File: src/rtl/smb_cmd_pkg.sv
`timescale 1ns/1ps
package smb_cmd_pkg;
  localparam int unsigned PTR_W  = 5;
  localparam int unsigned BYTE_W = 8;

  typedef enum logic [1:0] {
    XF_BYTE  = 2'b00,
    XF_WORD  = 2'b01,
    XF_BLOCK = 2'b10,
    XF_ICLR  = 2'b11
  } xfer_e;

  typedef enum logic [2:0] {
    PH_IDLE, PH_CMD, PH_WR, PH_SKIP, PH_RD
  } phase_e;

  typedef struct packed {
    logic             sel;
    xfer_e            xfer;
    logic [PTR_W-1:0] addr;
  } cmd_t;
endpackage

File: src/rtl/smb_cmd_ctrl.sv
`timescale 1ns/1ps
module smb_cmd_ctrl
  import smb_cmd_pkg::*;
#(
  parameter logic [BYTE_W-1:0] BURST_CMD = 8'hCF
) (
  input  logic              clk_i,
  input  logic              rst_ni,
  input  logic              start_i,
  input  logic              stop_i,
  input  logic              dir_rd_i,
  input  logic              rx_valid_i,
  input  logic [BYTE_W-1:0] rx_data_i,
  input  logic              tx_req_i,
  output logic              burst_o,
  output logic              burst_cap_o,
  output logic [PTR_W-1:0]  ptr_o,
  output logic              we_o,
  output logic              int_clr_o
);
  cmd_t             cmd_q;
  phase_e           ph_q;
  logic [PTR_W-1:0] ptr_q;
  logic [1:0]       cnt_q;
  logic             arm_q;
  logic             is_burst, wr_ok, rd_step, cnt_inc;

  assign is_burst = (cmd_q == cmd_t'(BURST_CMD));

  always_comb begin
    unique case (cmd_q.xfer)
      XF_BYTE:  wr_ok = (cnt_q == 2'd0);
      XF_WORD:  wr_ok = (cnt_q < 2'd2);
      XF_BLOCK: wr_ok = !is_burst;
      default:  wr_ok = 1'b0;
    endcase
  end

  assign we_o    = rx_valid_i && (ph_q == PH_WR) && wr_ok;
  assign rd_step = tx_req_i && (ph_q == PH_RD) && !is_burst &&
                   ((cmd_q.xfer == XF_WORD && cnt_q == 2'd0) || cmd_q.xfer == XF_BLOCK);
  assign cnt_inc = (rx_valid_i && ph_q == PH_WR) || (tx_req_i && ph_q == PH_RD);

  assign burst_o     = (ph_q == PH_RD) && is_burst;
  assign burst_cap_o = start_i && dir_rd_i && is_burst;
  assign ptr_o       = ptr_q;

  always_ff @(posedge clk_i or negedge rst_ni) begin
    if (!rst_ni) begin
      cmd_q     <= '0;
      ph_q      <= PH_IDLE;
      ptr_q     <= '0;
      cnt_q     <= '0;
      arm_q     <= 1'b0;
      int_clr_o <= 1'b0;
    end else begin
      int_clr_o <= 1'b0;
      if (start_i) begin
        ph_q  <= dir_rd_i ? PH_RD : PH_CMD;
        cnt_q <= '0;
        arm_q <= 1'b0;
      end else if (stop_i) begin
        ph_q      <= PH_IDLE;
        int_clr_o <= arm_q;
        arm_q     <= 1'b0;
      end else begin
        if (rx_valid_i && ph_q == PH_CMD) begin
          if (rx_data_i[BYTE_W-1]) begin
            cmd_q <= cmd_t'(rx_data_i);
            ptr_q <= rx_data_i[PTR_W-1:0];
            ph_q  <= PH_WR;
            arm_q <= (rx_data_i[6:5] == XF_ICLR);
          end else begin
            ph_q <= PH_SKIP;
          end
        end
        if (rx_valid_i && ph_q == PH_WR) arm_q <= 1'b0;  // data voids send-byte clear
        if (cnt_inc && cnt_q != 2'd3) cnt_q <= cnt_q + 2'd1;
        if ((we_o && cmd_q.xfer != XF_BYTE) || rd_step) ptr_q <= ptr_q + 1'b1;
      end
    end
  end

  p_ptr_step_r6: assert property (@(posedge clk_i) disable iff (!rst_ni)
    (we_o && cmd_q.xfer == XF_BLOCK && !start_i && !stop_i) |=> ptr_q == $past(ptr_q) + 1'b1);
  p_reject_keep_r3: assert property (@(posedge clk_i) disable iff (!rst_ni)
    (ph_q == PH_CMD && rx_valid_i && !rx_data_i[BYTE_W-1] && !start_i) |=> $stable(ptr_q));
  p_clr_after_stop_r7: assert property (@(posedge clk_i) disable iff (!rst_ni)
    int_clr_o |-> $past(stop_i));
  p_clr_pulse_r7: assert property (@(posedge clk_i) disable iff (!rst_ni)
    int_clr_o |=> !int_clr_o);
  p_byte_once_r4: assert property (@(posedge clk_i) disable iff (!rst_ni)
    (we_o && cmd_q.xfer == XF_BYTE) |=> !we_o);
endmodule

File: src/rtl/smb_burst_buf.sv
`timescale 1ns/1ps
module smb_burst_buf #(
  parameter int unsigned N_CH = 8,
  parameter int unsigned DW   = 8
) (
  input  logic               clk_i,
  input  logic               rst_ni,
  input  logic               cap_i,
  input  logic               adv_i,
  input  logic [N_CH*DW-1:0] chan_i,
  output logic [DW-1:0]      byte_o
);
  localparam int unsigned IW   = $clog2(N_CH + 2);
  localparam logic [IW-1:0] LAST = IW'(N_CH + 1);

  logic [N_CH-1:0][DW-1:0] sh_q;
  logic [IW-1:0]           idx_q;

  always_ff @(posedge clk_i or negedge rst_ni) begin
    if (!rst_ni) begin
      sh_q  <= '0;
      idx_q <= '0;
    end else if (cap_i) begin
      for (int k = 0; k < int'(N_CH); k++) sh_q[k] <= chan_i[k*DW +: DW];
      idx_q <= '0;
    end else if (adv_i && idx_q != LAST) begin
      idx_q <= idx_q + 1'b1;
    end
  end

  // position 0 is the byte count, then channel bytes, then zero fill
  always_comb begin
    byte_o = '0;
    if (idx_q == '0) byte_o = DW'(N_CH);
    for (int k = 0; k < int'(N_CH); k++)
      if (idx_q == IW'(k + 1)) byte_o = sh_q[k];
  end

  p_count_first_r9: assert property (@(posedge clk_i) disable iff (!rst_ni)
    cap_i |=> byte_o == DW'(N_CH));
  p_shadow_hold_r10: assert property (@(posedge clk_i) disable iff (!rst_ni)
    !cap_i |=> $stable(sh_q));
endmodule

File: src/rtl/smb_cmd_decoder.sv
`timescale 1ns/1ps
module smb_cmd_decoder
  import smb_cmd_pkg::*;
#(
  parameter int unsigned       N_CH      = 8,
  parameter logic [BYTE_W-1:0] BURST_CMD = 8'hCF
) (
  input  logic                   clk_i,
  input  logic                   rst_ni,
  input  logic                   start_i,
  input  logic                   stop_i,
  input  logic                   dir_rd_i,
  input  logic                   rx_valid_i,
  input  logic [BYTE_W-1:0]      rx_data_i,
  input  logic                   tx_req_i,
  output logic [BYTE_W-1:0]      tx_data_o,
  output logic [PTR_W-1:0]       reg_addr_o,
  output logic                   reg_we_o,
  output logic [BYTE_W-1:0]      reg_wdata_o,
  input  logic [BYTE_W-1:0]      reg_rdata_i,
  input  logic [N_CH*BYTE_W-1:0] chan_data_i,
  output logic                   int_clr_o
);
  logic              burst, burst_cap;
  logic [BYTE_W-1:0] burst_byte;

  smb_cmd_ctrl #(.BURST_CMD(BURST_CMD)) u_ctrl (
    .clk_i, .rst_ni, .start_i, .stop_i, .dir_rd_i, .rx_valid_i, .rx_data_i, .tx_req_i,
    .burst_o(burst), .burst_cap_o(burst_cap), .ptr_o(reg_addr_o),
    .we_o(reg_we_o), .int_clr_o
  );

  smb_burst_buf #(.N_CH(N_CH), .DW(BYTE_W)) u_burst (
    .clk_i, .rst_ni, .cap_i(burst_cap), .adv_i(burst && tx_req_i),
    .chan_i(chan_data_i), .byte_o(burst_byte)
  );

  assign tx_data_o   = burst ? burst_byte : reg_rdata_i;
  assign reg_wdata_o = rx_data_i;
endmodule

File: config.mk
export PLATFORM = sky130hd
export DESIGN_NAME = smb_cmd_decoder
export DESIGN_NICKNAME = d
export VERILOG_FILES = /design/src/rtl/smb_cmd_pkg.sv /design/src/rtl/smb_cmd_ctrl.sv /design/src/rtl/smb_burst_buf.sv /design/src/rtl/smb_cmd_decoder.sv
export SDC_FILE = /design/constraint.sdc
export NUM_CORES = 1
export LEC_CHECK = 0
export BUFFER_PORTS_ARGS = -buffer_cell sky130_fd_sc_hd__buf_2
export CORE_ASPECT_RATIO = 1.1
export CORE_MARGIN = 2
export CORE_UTILIZATION = 50
export CTS_CLUSTER_SIZE = 14
export DETAILED_ROUTE_END_ITERATION = 7
export HOLD_SLACK_MARGIN = 0.08
export PLACE_DENSITY = 0.74
export SYNTH_ARGS = -nofsm -noshare
export SYNTH_HDL_FRONTEND = slang
export SYNTH_SLANG_ARGS = --single-unit
File: constraint.sdc
create_clock -name clk_i -period 2.8 [get_ports clk_i]
set_clock_uncertainty 0.15 [all_clocks]
set_input_delay 0.56 -clock clk_i [delete_from_list [all_inputs] [get_ports clk_i]]
set_output_delay 0.56 -clock clk_i [all_outputs]
set_load 0.005 [all_outputs]
* Word level (Yosys, flattened, before mapping)
Cells that the tools add are included.
Storage, ports and cells: word-level logic and storage cells 105, input port bits 87, flip-flop bits (word level) 88, output and inout port bits 23
Cells by class: add/subtract/negate cells 3, mux-type cells 31, bitwise gates (word level) 2, reduce and logical (&&, ||, !) cells 33, $lt $le $gt $ge 1, eq/ne operators 18
Operators by type and width (number):
- $mux 8 | 9
- $eq 4x3->1 const B | 4
- $mux 5 | 3
- $logic_and 1x1->1 | 14
- $mux 3 | 4
- $mux 4 | 3
- $reduce_bool 2->1 | 5
- $eq 4x2->1 const B | 2
- $eq 8x8->1 const B | 1
- $mux 1 | 8
- $reduce_and 4->1 | 2
- $reduce_bool 4->1 | 2
- $mux 2 | 3
- $add 5x1->5 const B | 1
- $add 4x1->4 const B | 1
- $eq 2x2->1 const B | 2
- $eq 4x1->1 const B | 1
- $eq 4x4->1 const B | 1
- $logic_not 2->1 | 2
- $logic_not 4->1 | 1
- $ne 2x2->1 const B | 2
- $ne 4x4->1 const B | 1
- $reduce_and 2->1 | 2
- $eq 3x1->1 const B | 1
- 10 further kinds | 13

* Depth between registers and ports, before layout
Gate-level depths: netlist (run 1).
depth after elaboration 11, mapped depth 8, depth with buffers taken out 7

* Cells and area by module
From an unflattened synthesis (run 1), not the netlist that was laid out.
Second synthesis, totals: cells, all modules 401, area, all modules 4503.1 um^2
Modules (own cells, without submodules):
- smb_burst_buf | instances 1, area an instance 3178.0 um^2, seq. area each 1701.6 um^2, cells an instance 263
- smb_cmd_ctrl | instances 1, area an instance 1126.1 um^2, seq. area each 500.5 um^2, cells an instance 120
- smb_cmd_decoder | instances 1, area an instance 198.9 um^2, seq. area each 0.0 um^2, cells an instance 18

* Worst setup path after synthesis (run 1)
Ideal clock, no wire load.
path type reg-to-output, start register u_burst.idx_q[0], end output tx_data_o[3], arrival 1.981 ns, data required time 2.090 ns, stages on the path, launching flop included 9, path slack 0.109 ns, buffers on the path 1, cell sequence dfrtp_1 > inv_1 > ha_1 > nor2b_1 > buf_6 > a2111oi_0 > or4_1 > a211o_1 > a31oi_2
Between the ends: word-level cells in the longest chain between the ends 11, elaborated cells on any way between the ends 19, those cells by class eq/ne: 8; mux: 10; reduce/logical: 1
RTL lines:
- start: declaration | RTL line smb_burst_buf.sv:17 | logic [IW-1:0] idx_q;
- start signal: assignment | RTL line smb_burst_buf.sv:27 | idx_q <= idx_q + 1'b1;
- $logic_not 4->1 | RTL line smb_burst_buf.sv:34 | if (idx_q == '0) byte_o = DW'(N_CH);
- $mux 4 | RTL line smb_burst_buf.sv:34
- $mux 8 (7 in series) | RTL line smb_burst_buf.sv:36 | if (idx_q == IW'(k + 1)) byte_o = sh_q[k];
- $mux 8 * | RTL line smb_burst_buf.sv:36
- $mux 8 * | RTL line smb_cmd_decoder.sv:38 | assign tx_data_o = burst ? burst_byte : reg_rdata_i;
- end: declaration | RTL line smb_cmd_decoder.sv:16 | output logic [BYTE_W-1:0] tx_data_o,
Mark *: on every way between the ends. The rest lies on a longest branch, timed or not.

* Final worst setup path (run 1)
Same ends and word-level chain as after synthesis.

==> results of run 1 <==
-- timing repair --
action / CTS / global route
gates resized for setup: 24 / 21
hold buffers: 1 / 0
endpoints found under the setup margin: 8 / 8
hold endpoints to repair: 35 / 0
cloned: 1 / 0
pin swaps: 11 / 24
buffers inserted: 3 / 0
-- stage by stage --
stage / setup WS, ps / area (sq um) / power (mW)
2_1_floorplan: 109 / 4420 / 1.63
3_3_place_gp: 88.2 / 5060 / 1.79
3_5_place_dp: 0.104 / 5060 / 1.81
4_1_cts: -177 / 5380 / 2.66
5_1_grt: -324 / 5460 / 2.78
6_report: -222 / 5460 / 2.63
-- registers in the layout, indices dropped and copies added (netlist names) --
signal / count
u_burst.sh_q: 64
u_ctrl.cmd_q: 8
u_ctrl.ptr_o: 5
u_burst.idx_q: 4
u_ctrl.ph_q: 3
u_ctrl.cnt_q: 2
u_ctrl.arm_q: 1
u_ctrl.int_clr_o: 1
-- layout make-up --
class / count / area [sq um]
Clock buffer: 12 / 145
Timing Repair Buffer: 128 / 742
Multi-Input combinational cell: 262 / 2150
Fill cell: 722 / 3270
Inverter: 9 / 36.3
Tap cell: 114 / 143
Clock inverter: 3 / 42.5
Sequential cell: 88 / 2200
-- worst reg2reg max path, delay by kind of cell, from the launching register on --
| family | cells | cell delay, ps |
|---|---|---|
| AND/OR/NAND/NOR | 2 | 590 |
| AO/OA/AOI/OAI | 3 | 1180 |
| flip-flops | 1 | 380 |
-- cell usage in the layout (no fill, tap or decap), types with 4 or more instances in the layout --
cell type	n
a221oi_2	7
nand3_1	4
buf_4	13
dfrtp_1	87
a21oi_2	4
nand2_1	37
nor2b_1	11
a21oi_1	6
o221ai_1	5
a31oi_1	6
mux2_2	58
o21ai_0	5
inv_1	7
a22oi_1	8
mux2_1	6
nand4_1	4
buf_2	108
nor2_1	21
nor3_1	7
ha_4	4
o21ai_1	6
clkbuf_8	10
-- power groups by stage --
stage,registers [mW],clock network [mW],logic (mW)
floorplan,1.46,0,0.169
global placement,1.47,0,0.316
detailed placement,1.48,0,0.332
CTS,1.45,0.868,0.333
global route,1.48,0.932,0.372
finish,1.46,0.842,0.328
-- kinds of logic (layout without fill, tap and decap cells) --
kind of cell,Yosys count,after routing
buffers and inverters,40,152
DFF,88,88
AOI/OAI and AO/OA,68,68
muxes,67,67
and+or+nand+nor,115,116
adders and majority gates,7,7
xor gates and xnor gates,4,4
-- how the worst max path moves through the flow --
| stage | end | depth (start not counted) | slack (ps) | start |
|---|---|---|---|---|
| global placement | tx_data_o[3] | 8 | 90 | u_burst.idx_q[0] |
| global route | tx_data_o[3] | 8 | -320 | u_burst.idx_q[0] |
| finish | tx_data_o[3] | 8 | -220 | u_burst.idx_q[0] |
| floorplan | tx_data_o[3] | 8 | 110 | u_burst.idx_q[0] |
| detailed placement | tx_data_o[3] | 8 | 0.1 | u_burst.idx_q[1] |
| CTS | tx_data_o[3] | 8 | -180 | u_burst.idx_q[0] |
-- metal layers --
metal | up-vias | GRT usage [%] | routed length (um) | share of wire (%)
met5 | - | 0 | 0 | 0
met4 | 0 | 6.58 | 91 | 0.90
met3 | 6 | 4.82 | 595 | 5.9
met1 | 1721 | 26.2 | 4200 | 41
met2 | 107 | 39.1 | 5270 | 52
li1 | 1617 | - | - | -
==> results by group, run 1 <==
STA
  – Fmax: 0.331 GHz
  – Hold Slack: 254 ps
  – Final min period: 3020 ps
  – RSZ-0062 raised after global routing: true
  – Relative slew slack: 42.0%
  – Fin worst setup slack: -222 ps
  – Setup TNS: -540 ps
  – Final Setup Violations: 8
  – Final Hold Vio Count: 0
  – Slew @ Worst Pin: 870 ps
  – Final period util: 108%
  – Final max-slew violation count: 0

Setup path
  – RR Startpoint: u_ctrl.cmd_q[4]
  – Critical Path Fanout Max: 4
  – Worst reg2reg path depth: 5
  – Crit path largest cell delay: 480 ps
  – Reg2reg end: u_ctrl.ptr_o[1]
  – WP data required: 2090 ps
  – FF-to-FF setup slack: 400 ps
  – Critical path buffer and inverter count: 2
  – Crit path launch type: flop
  – Worst Path Arrival: 2310 ps
  – Slowest cell on the critical path: or4_1
  – CP delay by family, top: simple AND/OR/NAND/NOR gates
  – Critical path type: flop to output port
  – CP Cell Sequence: inv_4 > ha_4 > nor2b_4 > a2111oi_2 > or4_1 > a211o_1 > a31oi_2 > buf_2
  – Endpoint class of the critical path: output port

Outcome
  – Failing checks: negative setup slack
  – Outcome: complete, but fails checks

Hold path
  – Hold Crit Class: input port to flop
  – Cell count of the worst hold path: 2
  – Hold_sp: dir_rd_i
  – Worst Hold Endpoint: u_ctrl.ph_q[0]

Floorplan
  – Die footprint: 9620 sq um
  – Core Region: 8740 sq um
  – I/O Pins: 110
  – Initial core utilization: 50.6%
  – Num rows: 36
  – Die X: 93.7 um
  – Die Ht: 103 um

Yosys
  – Area contributors post-synth: dfrtp_1 (50%), mux2_2 (15%), nand2_1 (3.1%)
  – Netlist cell types: 58
  – Post-Syn Area: 4420 sq um
  – Asr flop ratio synth: 100%
  – Synth Net Count: 483
  – Largest family of logic cells by synthesized area: multiplexers
  – Mux contribution to synthesized area: 17.0%
  – Share of the synthesized area in the top cell type: 49.8%
  – Synth Area in XOR/XNOR: 0.792%
  – Synthesized area per cell: 11.4 sq um
  – Commonest cells post-synth: dfrtp_1 (88), mux2_2 (58), nand2_1 (37), nor2_1 (21), nor2b_1 (12)
  – YS warnings: 0
  – Synth Area in Simple Gates: 13.9%
  – Seq/Total Area, Yosys: 49.8%
  – Post-synthesis compound-gate area fraction: 10.9%
  – Top FF cell, synth: dfrtp_1
  – Post-Syn Instances: 389
  – #FFs+latches synth: 88
  – Count leader, synth: dfrtp_1
  – EDFF count, synth: 0
  – Area leader, netlist: dfrtp_1
  – Adder-Cell Fraction of Synth Area: 1.98%

Clock tree
  – H-tree levels: 3
  – Total CTS buffers: 9
  – Max Root-Sink Buffers: 2
  – Clock root buffer: clkbuf_8
  – Worst skew pair latency: 350 ps
  – CTS tree: done
  – Worst-path clk slew: 80 ps
  – TritonCTS sink count: 88

Place
  – I/O Buffers: 109
  – Placed cells: 597
  – Final Wtd Congestion: 0.819
  – Dpl hpwl: 7360 um

Pwr
  – Psw: 652 uW
  – Clock power frac: 32.0%
  – Reg power frac: 55.5%
  – Peak supply drop: 285 uV
  – Leakage Power: 2.66 nW
  – Gate power share: 12.5%
  – PwrDens: 481 nW/um^2
  – Internal: 1.98 mW
  – Switching Fraction: 24.8%

GRT
  – Largest net degree at the start of global routing: 69
  – Remaining global-route overflow: 0
  – Global-route wire length before repair: 16000 um
  – Vias in the first global route: 3290
  – Total track usage: 21.7%
  – Initial antenna violation count: 0

Cells and area
  – Final nets: 592
  – Final Non-Filler Cells: 616
  – Post-Route Utilization: 62.5%
  – Ant. Diodes: 0
  – Area Overhead vs Synth: 23.5%
  – Layout cell share with drive strength beyond 1: 47.0%

Routing
  – Initial DRC Count: 108
  – Final WL: 10200 um
  – Via density: 5.60
  – Via count: 3451
  – DRT Pass-1 Iters: 4
  – DRC Markers: 0
  – Post-DRT Antenna Nets: 0
  – Avg WL per Cell: 16.5 um

Flow run
  – Max cap viols: 0
Note: power is estimated with default switching activity, not from simulation.
==> run 2: changes to the inputs <==
REMOVE_ABC_BUFFERS = 1   (was unset)
==> run 2 against run 1 <==
Effect of this change: design area grew 1.9%; sequential power is essentially flat; the run still ends with negative setup slack left; via count shrank 1.7%; largest cell class unchanged.
==> results by group, run 2 (same netlist as run 1, synthesis figures left out) <==
Outcome
  – Outcome: complete, but fails checks
  – Failing checks: negative setup slack

Place
  – Placed cells: 591 (-1.0%)
  – Area after DPL: 5010 sq um (-1.1%)
  – I/O Buffers: 109 (unchanged)
  – Dpl hpwl: 7240 um (-1.7%)
  – Final Wtd Congestion: 0.851 (+3.8%)

Cells and area
  – Layout cell share with drive strength beyond 1: 49.1% (+2.1 points)
  – Most frequent cells in the layout: buf_2 (108), dfrtp_1 (87), mux2_2 (58)
  – Register Area: 2200 sq um (unchanged)
  – Final Non-Filler Cells: 619 (+0.49%)
  – Post-Route Utilization: 63.7% (+1.2 points)
  – Max reg flops: 64 (unchanged)
  – Largest reg by FF count: u_burst.sh_q
  – Area Overhead vs Synth: 25.9%
  – Most common cell after layout, fill and taps aside: buf_2
  – Footprint of the multi-input gates: 2200 sq um (+2.3%)
  – Final nets: 595 (+0.51%)
  – Layout fillers: 702 (-2.8%)
  – Ant. Diodes: 0 (unchanged)
  – Final Cell Area: 5570 sq um (+1.9%)

Setup path
  – Crit path largest cell delay: 510 ps (+30 ps)
  – Critical path type: flop to output port
  – WP data required: 2090 ps (about the same)
  – Critical path buffer and inverter count: 2 (unchanged)
  – CP delay by family, top: simple AND/OR/NAND/NOR gates
  – Crit path launch type: flop
  – Worst Path Arrival: 2350 ps (+40 ps)
  – Slowest cell on the critical path: or4_1
  – CP Cell Sequence: buf_6 > ha_4 > and2b_1 > or4_1 > a211o_1 > a31oi_2 > buf_2
  – Critical Path Fanout Max: 3 (-1)
  – Endpoint class of the critical path: output port

Clock tree
  – Worst-path clk slew: 80 ps (about the same)
  – Max Root-Sink Buffers: 2 (unchanged)
  – TritonCTS sink count: 88 (unchanged)
  – H-tree levels: 3 (unchanged)
  – Worst skew pair latency: 350 ps (about the same)
  – CTS tree: done
  – Total CTS buffers: 9 (unchanged)
  – Clock root buffer: clkbuf_8

Pwr
  – Reg power frac: 54.4% (-1.1 points)
  – Switching Fraction: 24.7% (-0.14 points)
  – Clock power frac: 33.4% (+1.4 points)
  – Power, Total: 2.68 mW (+2.1%)
  – Leakage Power: 2.70 nW (+1.5%)
  – Peak supply drop: 299 uV (+4.7%)
  – PwrDens: 482 nW/um^2 (+0.22%)
  – Psw: 662 uW (+1.6%)
  – Internal: 2.02 mW (+2.3%)
  – Gate power share: 12.2% (-0.3 points)

Routing
  – Initial DRC Count: 157 (+45%)
  – Via count: 3391 (-1.7%)
  – Post-DRT Antenna Nets: 0 (unchanged)
  – Avg WL per Cell: 17.0 um (+2.8%)
  – Final WL: 10500 um (+3.3%)
  – Via density: 5.48 (-2.2%)
  – DRC Markers: 0 (unchanged)
  – DRT Pass-1 Iters: 4 (unchanged)

STA
  – Final max-slew violation count: 0 (unchanged)
  – Slew @ Worst Pin: 856 ps (-13.9 ps)
  – Final min period: 3060 ps (+36.4 ps)
  – Fmax: 0.327 GHz (-1.2%)
  – Fin worst setup slack: -259 ps (-36.4 ps)
  – Setup TNS: -986 ps (-446 ps)
  – Final Hold Vio Count: 0 (unchanged)
  – Relative slew slack: 43.0% (+0.92 points)
  – Final period util: 109% (+1.3 points)
  – Final Setup Violations: 8 (unchanged)
  – RSZ-0062 raised after global routing: true

GRT
  – Total track usage: 22.2% (+0.52 points)
  – Global-route wire length before repair: 16400 um (+2.1%)
  – Vias in the first global route: 3350 (+1.8%)
  – Remaining global-route overflow: 0 (unchanged)
  – Initial antenna violation count: 0 (unchanged)
  – Largest net degree at the start of global routing: 69 (unchanged)

Flow run
  – Max cap viols: 0 (unchanged)

Hold path
  – Hold Crit Class: input port to flop

Floorplan
  – Die footprint: 9620 sq um (unchanged)
  – Core Region: 8740 sq um (unchanged)
  – Initial core utilization: 50.6% (unchanged)
  – I/O Pins: 110 (unchanged)
  – Num rows: 36 (unchanged)
  – Die Ht: 103 um (unchanged)
  – Die X: 93.7 um (unchanged)
-- run 2: what timing repair did --
item	CTS	global route
hold buffers	1	0
setup buffers	7	5
endpoints found under the setup margin	8	8
pin swaps	29	13
cloned	0	0
gates resized for setup	39	20
hold endpoints to repair	35	0
-- run 2: area by class of cell --
cell class              count  share of cell area (%)
inverters                   9                   0.652
well taps                 114                    2.56
clock buffers              12                    2.97
clock inverters             3                   0.719
multi-input cells         261                    39.5
flip-flops and latches     88                    39.6
repair buffers            132                    14.0
-- run 2: final timing paths --
path / start / to / slack, ps / cells after the start
setup / recovery: u_burst.idx_q[0] / tx_data_o[3] / -260 / 7
hold / removal: dir_rd_i / u_ctrl.ph_q[0] / 240 / 2
setup reg to reg: u_ctrl.ph_q[0] / u_ctrl.ptr_o[3] / 370 / 4
hold reg to reg: u_ctrl.cmd_q[7] / u_ctrl.cmd_q[7] / 320 / 1
max in group asynchronous: rst_ni / u_burst.idx_q[0] / 1290 / 3
min in group asynchronous: rst_ni / u_burst.sh_q[24] / 550 / 2
-- run 2: power groups by stage --
| stage | combinational [mW] | clock, mW | sequential [mW] |
|---|---|---|---|
| finish | 0.327 | 0.896 | 1.46 |
| global route | 0.372 | 0.978 | 1.47 |
| CTS | 0.333 | 0.920 | 1.45 |
| detailed placement | 0.330 | 0 | 1.48 |
| global placement | 0.318 | 0 | 1.47 |
| floorplan | 0.158 | 0 | 1.46 |
-- run 2: routing by layer --
| metal | vias up | GRT usage (%) | wire [um] |
|---|---|---|---|
| met3 | 19 | 3.29 | 505 |
| met4 | 0 | 10.1 | 246 |
| met5 | - | 0 | 0 |
| met1 | 1650 | 29.1 | 4640 |
| li1 | 1624 | - | - |
| met2 | 98 | 36.9 | 5100 |
-- run 2: through the flow --
stage | setup WS, ps | hold WS, ps
2_1_floorplan | -1420 | 114
3_5_place_dp | -74.6 | 307
3_3_place_gp | 49.5 | 301
4_1_cts | -227 | 228
6_report | -259 | 244
5_1_grt | -314 | 239
-- run 2: worst register-to-register path, delay by kind of cell (launching register included) --
kind               cells  cell delay, ps
AOI/OAI and AO/OA      2            1060
DFF                    1             470
and+or+nand+nor        2             690
==> run 3: changes to the inputs <==
PLACE_DENSITY = 0.73   (was 0.74)
SYNTH_HIERARCHICAL = 1   (was unset)
==> run 3 against run 2 <==
Effect of this change: the run still ends with negative setup slack left; utilization fell by 1.7 points; power down 2.8%; worst setup slack improved by 55 ps; first-iteration DRC count shrank 22%; synthesized cell count rose by 3.1%; design area fell by 1.7%; non-clock buffer count fell by 9; largest cell class unchanged.
==> results by group, run 3 <==
Outcome
  – Outcome: complete, but fails checks
  – Failing checks: negative setup slack

Cells and area
  – Max reg flops: 64 (unchanged)
  – Post-Route Utilization: 62.0% (-1.7 points)
  – Most common cell after layout, fill and taps aside: buf_2
  – Area Overhead vs Synth: 21.6%
  – Final Cell Area: 5480 sq um (-1.7%)
  – Layout cell share with drive strength beyond 1: 46.7% (-2.4 points)
  – Final nets: 599 (+0.67%)
  – Most frequent cells in the layout: buf_2 (102), dfrtp_1 (87), mux2_2 (64)
  – Layout fillers: 760 (+8.3%)
  – Final Non-Filler Cells: 624 (+0.81%)
  – Ant. Diodes: 0 (unchanged)
  – Largest reg by FF count: u_burst/sh_q

STA
  – Final period util: 107% (-2.0 points)
  – Fmax: 0.333 GHz (+1.8%)
  – Final min period: 3000 ps (-55.4 ps)
  – Hold Slack: 254 ps (+9.49 ps)
  – Final Setup Violations: 8 (unchanged)
  – RSZ-0062 raised after global routing: true
  – Final Hold Vio Count: 0 (unchanged)
  – Slew @ Worst Pin: 615 ps (-241 ps)
  – Final max-slew violation count: 0 (unchanged)
  – Fin worst setup slack: -203 ps (+55.4 ps)
  – Relative slew slack: 59.0% (+16 points)

Routing
  – DRC Markers: 0 (unchanged)
  – Post-DRT Antenna Nets: 0 (unchanged)
  – Via count: 3372 (-0.56%)
  – Via density: 5.40 (-1.4%)
  – Initial DRC Count: 123 (-22%)
  – Final WL: 10100 um (-4.1%)
  – DRT Pass-1 Iters: 4 (unchanged)
  – Avg WL per Cell: 16.1 um (-4.8%)

GRT
  – Global-route wire length before repair: 15700 um (-4.0%)
  – Vias in the first global route: 3313 (-1.1%)
  – Remaining global-route overflow: 0 (unchanged)
  – Total track usage: 20.7% (-1.6 points)
  – Largest net degree at the start of global routing: 69 (unchanged)
  – Initial antenna violation count: 0 (unchanged)

Clock tree
  – Max Root-Sink Buffers: 2 (unchanged)
  – H-tree levels: 3 (unchanged)
  – Worst-path clk slew: 80 ps (about the same)
  – Total CTS buffers: 9 (unchanged)
  – Worst skew pair latency: 360 ps (about the same)
  – Clock root buffer: clkbuf_8
  – TritonCTS sink count: 88 (unchanged)
  – CTS tree: done

Pwr
  – Power, Total: 2.61 mW (-2.8%)
  – Peak supply drop: 282 uV (-5.8%)
  – PwrDens: 476 nW/um^2 (-1.1%)
  – Leakage Power: 2.61 nW (-3.4%)

Yosys
  – Seq/Total Area, Yosys: 48.9% (-0.87 points)
  – Area leader, netlist: dfrtp_1
  – Post-Syn Instances: 401 (+3.1%)
  – YS warnings: 6 (+6)
  – #FFs+latches synth: 88 (unchanged)
  – Adder-Cell Fraction of Synth Area: 1.94% (-0.035 points)
  – Largest family of logic cells by synthesized area: multiplexers
  – Synthesized area per cell: 11.2 sq um (-1.3%)
  – Share of the synthesized area in the top cell type: 48.9% (-0.87 points)
  – Area contributors post-synth: dfrtp_1 (49%), mux2_2 (16%), nand2_1 (4.4%)
  – Post-Syn Area: 4500 sq um (+1.8%)
  – EDFF count, synth: 0 (unchanged)
  – Synth Area in XOR/XNOR: 0.778% (-0.014 points)
  – Netlist cell types: 55 (-5.2%)
  – Synth Area in Simple Gates: 14.3% (+0.34 points)
  – Commonest cells post-synth: dfrtp_1 (88), mux2_2 (64), nand2_1 (53), nor2_1 (22), buf_2 (16)
  – Count leader, synth: dfrtp_1
  – Asr flop ratio synth: 100% (unchanged)
  – Mux contribution to synthesized area: 19.1% (+2.1 points)
  – Post-synthesis compound-gate area fraction: 10.2% (-0.78 points)
  – Top FF cell, synth: dfrtp_1

Setup path
  – Crit path largest cell delay: 450 ps (-60 ps)
  – WP data required: 2090 ps (about the same)
  – Slowest cell on the critical path: dfrtp_2
  – Critical path type: flop to output port
  – Most used cell, CP: buf_6
  – Worst Path Arrival: 2290 ps (-60 ps)
  – Crit path launch type: flop
  – Endpoint class of the critical path: output port
  – Critical Path Fanout Max: 10 (+7)
  – CP Cell Sequence: buf_4 > ha_4 > buf_6 > nand3b_1 > a21oi_1 > o311a_1 > o21a_1 > mux2_4 > buf_6

Floorplan
  – Initial core utilization: 51.0% (+0.38 points)
  – Num rows: 36 (unchanged)
  – Core Region: 8830 sq um (+1.0%)
  – Die X: 94.5 um (+0.85%)
  – Die footprint: 9780 sq um (+1.7%)
  – I/O Pins: 110 (unchanged)
  – Die Ht: 104 um (+0.85%)

Hold path
  – Hold Crit Class: input port to flop

Place
  – Placed cells: 603 (+2.0%)
  – I/O Buffers: 109 (unchanged)
  – Dpl hpwl: 7190 um (-0.69%)
  – Area after DPL: 5120 sq um (+2.3%)
  – Final Wtd Congestion: 0.844 (-0.83%)

Flow run
  – Max cap viols: 0 (unchanged)
[run 3: cell count changes in the layout (fill, tap and decap cells not counted), moves of 7 or more]
cell / change
nand2b_1: +8
nand3_1: +8
mux2_4: +8
nand2_1: +16
nor2b_1: -9
a221o_1: +7
a22oi_1: -8
[run 3: kinds of logic after synthesis]
| logic type | Yosys count |
|---|---|
| adder cells (fa/ha/maj) | 7 |
| AO/OA/AOI/OAI | 60 |
| buffers and inverters | 41 |
| XOR/XNOR | 4 |
| multiplexers | 74 |
| AND/OR/NAND/NOR | 127 |
| flip-flops | 88 |
[run 3: worst paths after layout]
path	from	endpoint	slack, ps	depth (start not counted)
worst max-delay path	u_burst/idx_q[1]	tx_data_o[3]	-200	9
worst min-delay path	dir_rd_i	u_ctrl/ph_q[0]	250	2
worst max register to register	u_ctrl/cmd_q[3]	u_burst/idx_q[3]	570	9
worst min register to register	u_ctrl/cmd_q[7]	u_ctrl/cmd_q[7]	340	2
max in group asynchronous	rst_ni	u_burst/sh_q[50]	1270	3
min in group asynchronous	rst_ni	u_burst/sh_q[29]	610	2
[run 3: what timing repair did]
action	CTS	global route
gates resized for setup	16	15
setup buffers	2	2
hold buffers	1	0
pin swaps	2	4
setup endpoints to repair	8	8
gates cloned	0	0
endpoints found under the hold margin	20	0
[run 3: area by class of cell]
type | count | area [sq um] | area share, %
flip-flops and latches | 88 | 2200 | 40.2
multi-input cells | 272 | 2190 | 40.0
repair buffers | 123 | 726 | 13.3
well taps | 114 | 143 | 2.60
clock buffers | 10 | 128 | 2.33
clock inverters | 6 | 43.8 | 0.800
inverters | 11 | 43.8 | 0.800
[run 3: layer usage]
metal	wire length (um)	global-route usage [%]
met1	4190	26.0
met2	4940	34.9
met3	834	4.95
met4	104	6.63
met5	0	0
[run 3: per-stage QoR]
stage | TNS, ps | setup WS [ps]
floorplan | -96290 | -1430
global placement | 0 | 53.6
detailed placement | -32.5 | -16.8
CTS | -986 | -170
global route | -1810 | -280
finish | -1180 | -203
[run 3: where the power goes]
| group | total, mW | internal, mW | switching [mW] |
|---|---|---|---|
| logic | 0.383 | 0.203 | 0.180 |
| clock network | 0.781 | 0.324 | 0.457 |
| registers | 1.45 | 1.36 | 0.0843 |
[run 3: worst max-delay path, delay by kind of cell, from the launching register on]
kind | cells | cell delay, ps
AOI/OAI and AO/OA | 3 | 570
DFF | 1 | 450
buffers and inverters | 3 | 420
muxes | 1 | 270
adders and majority gates | 1 | 170
and+or+nand+nor | 1 | 80
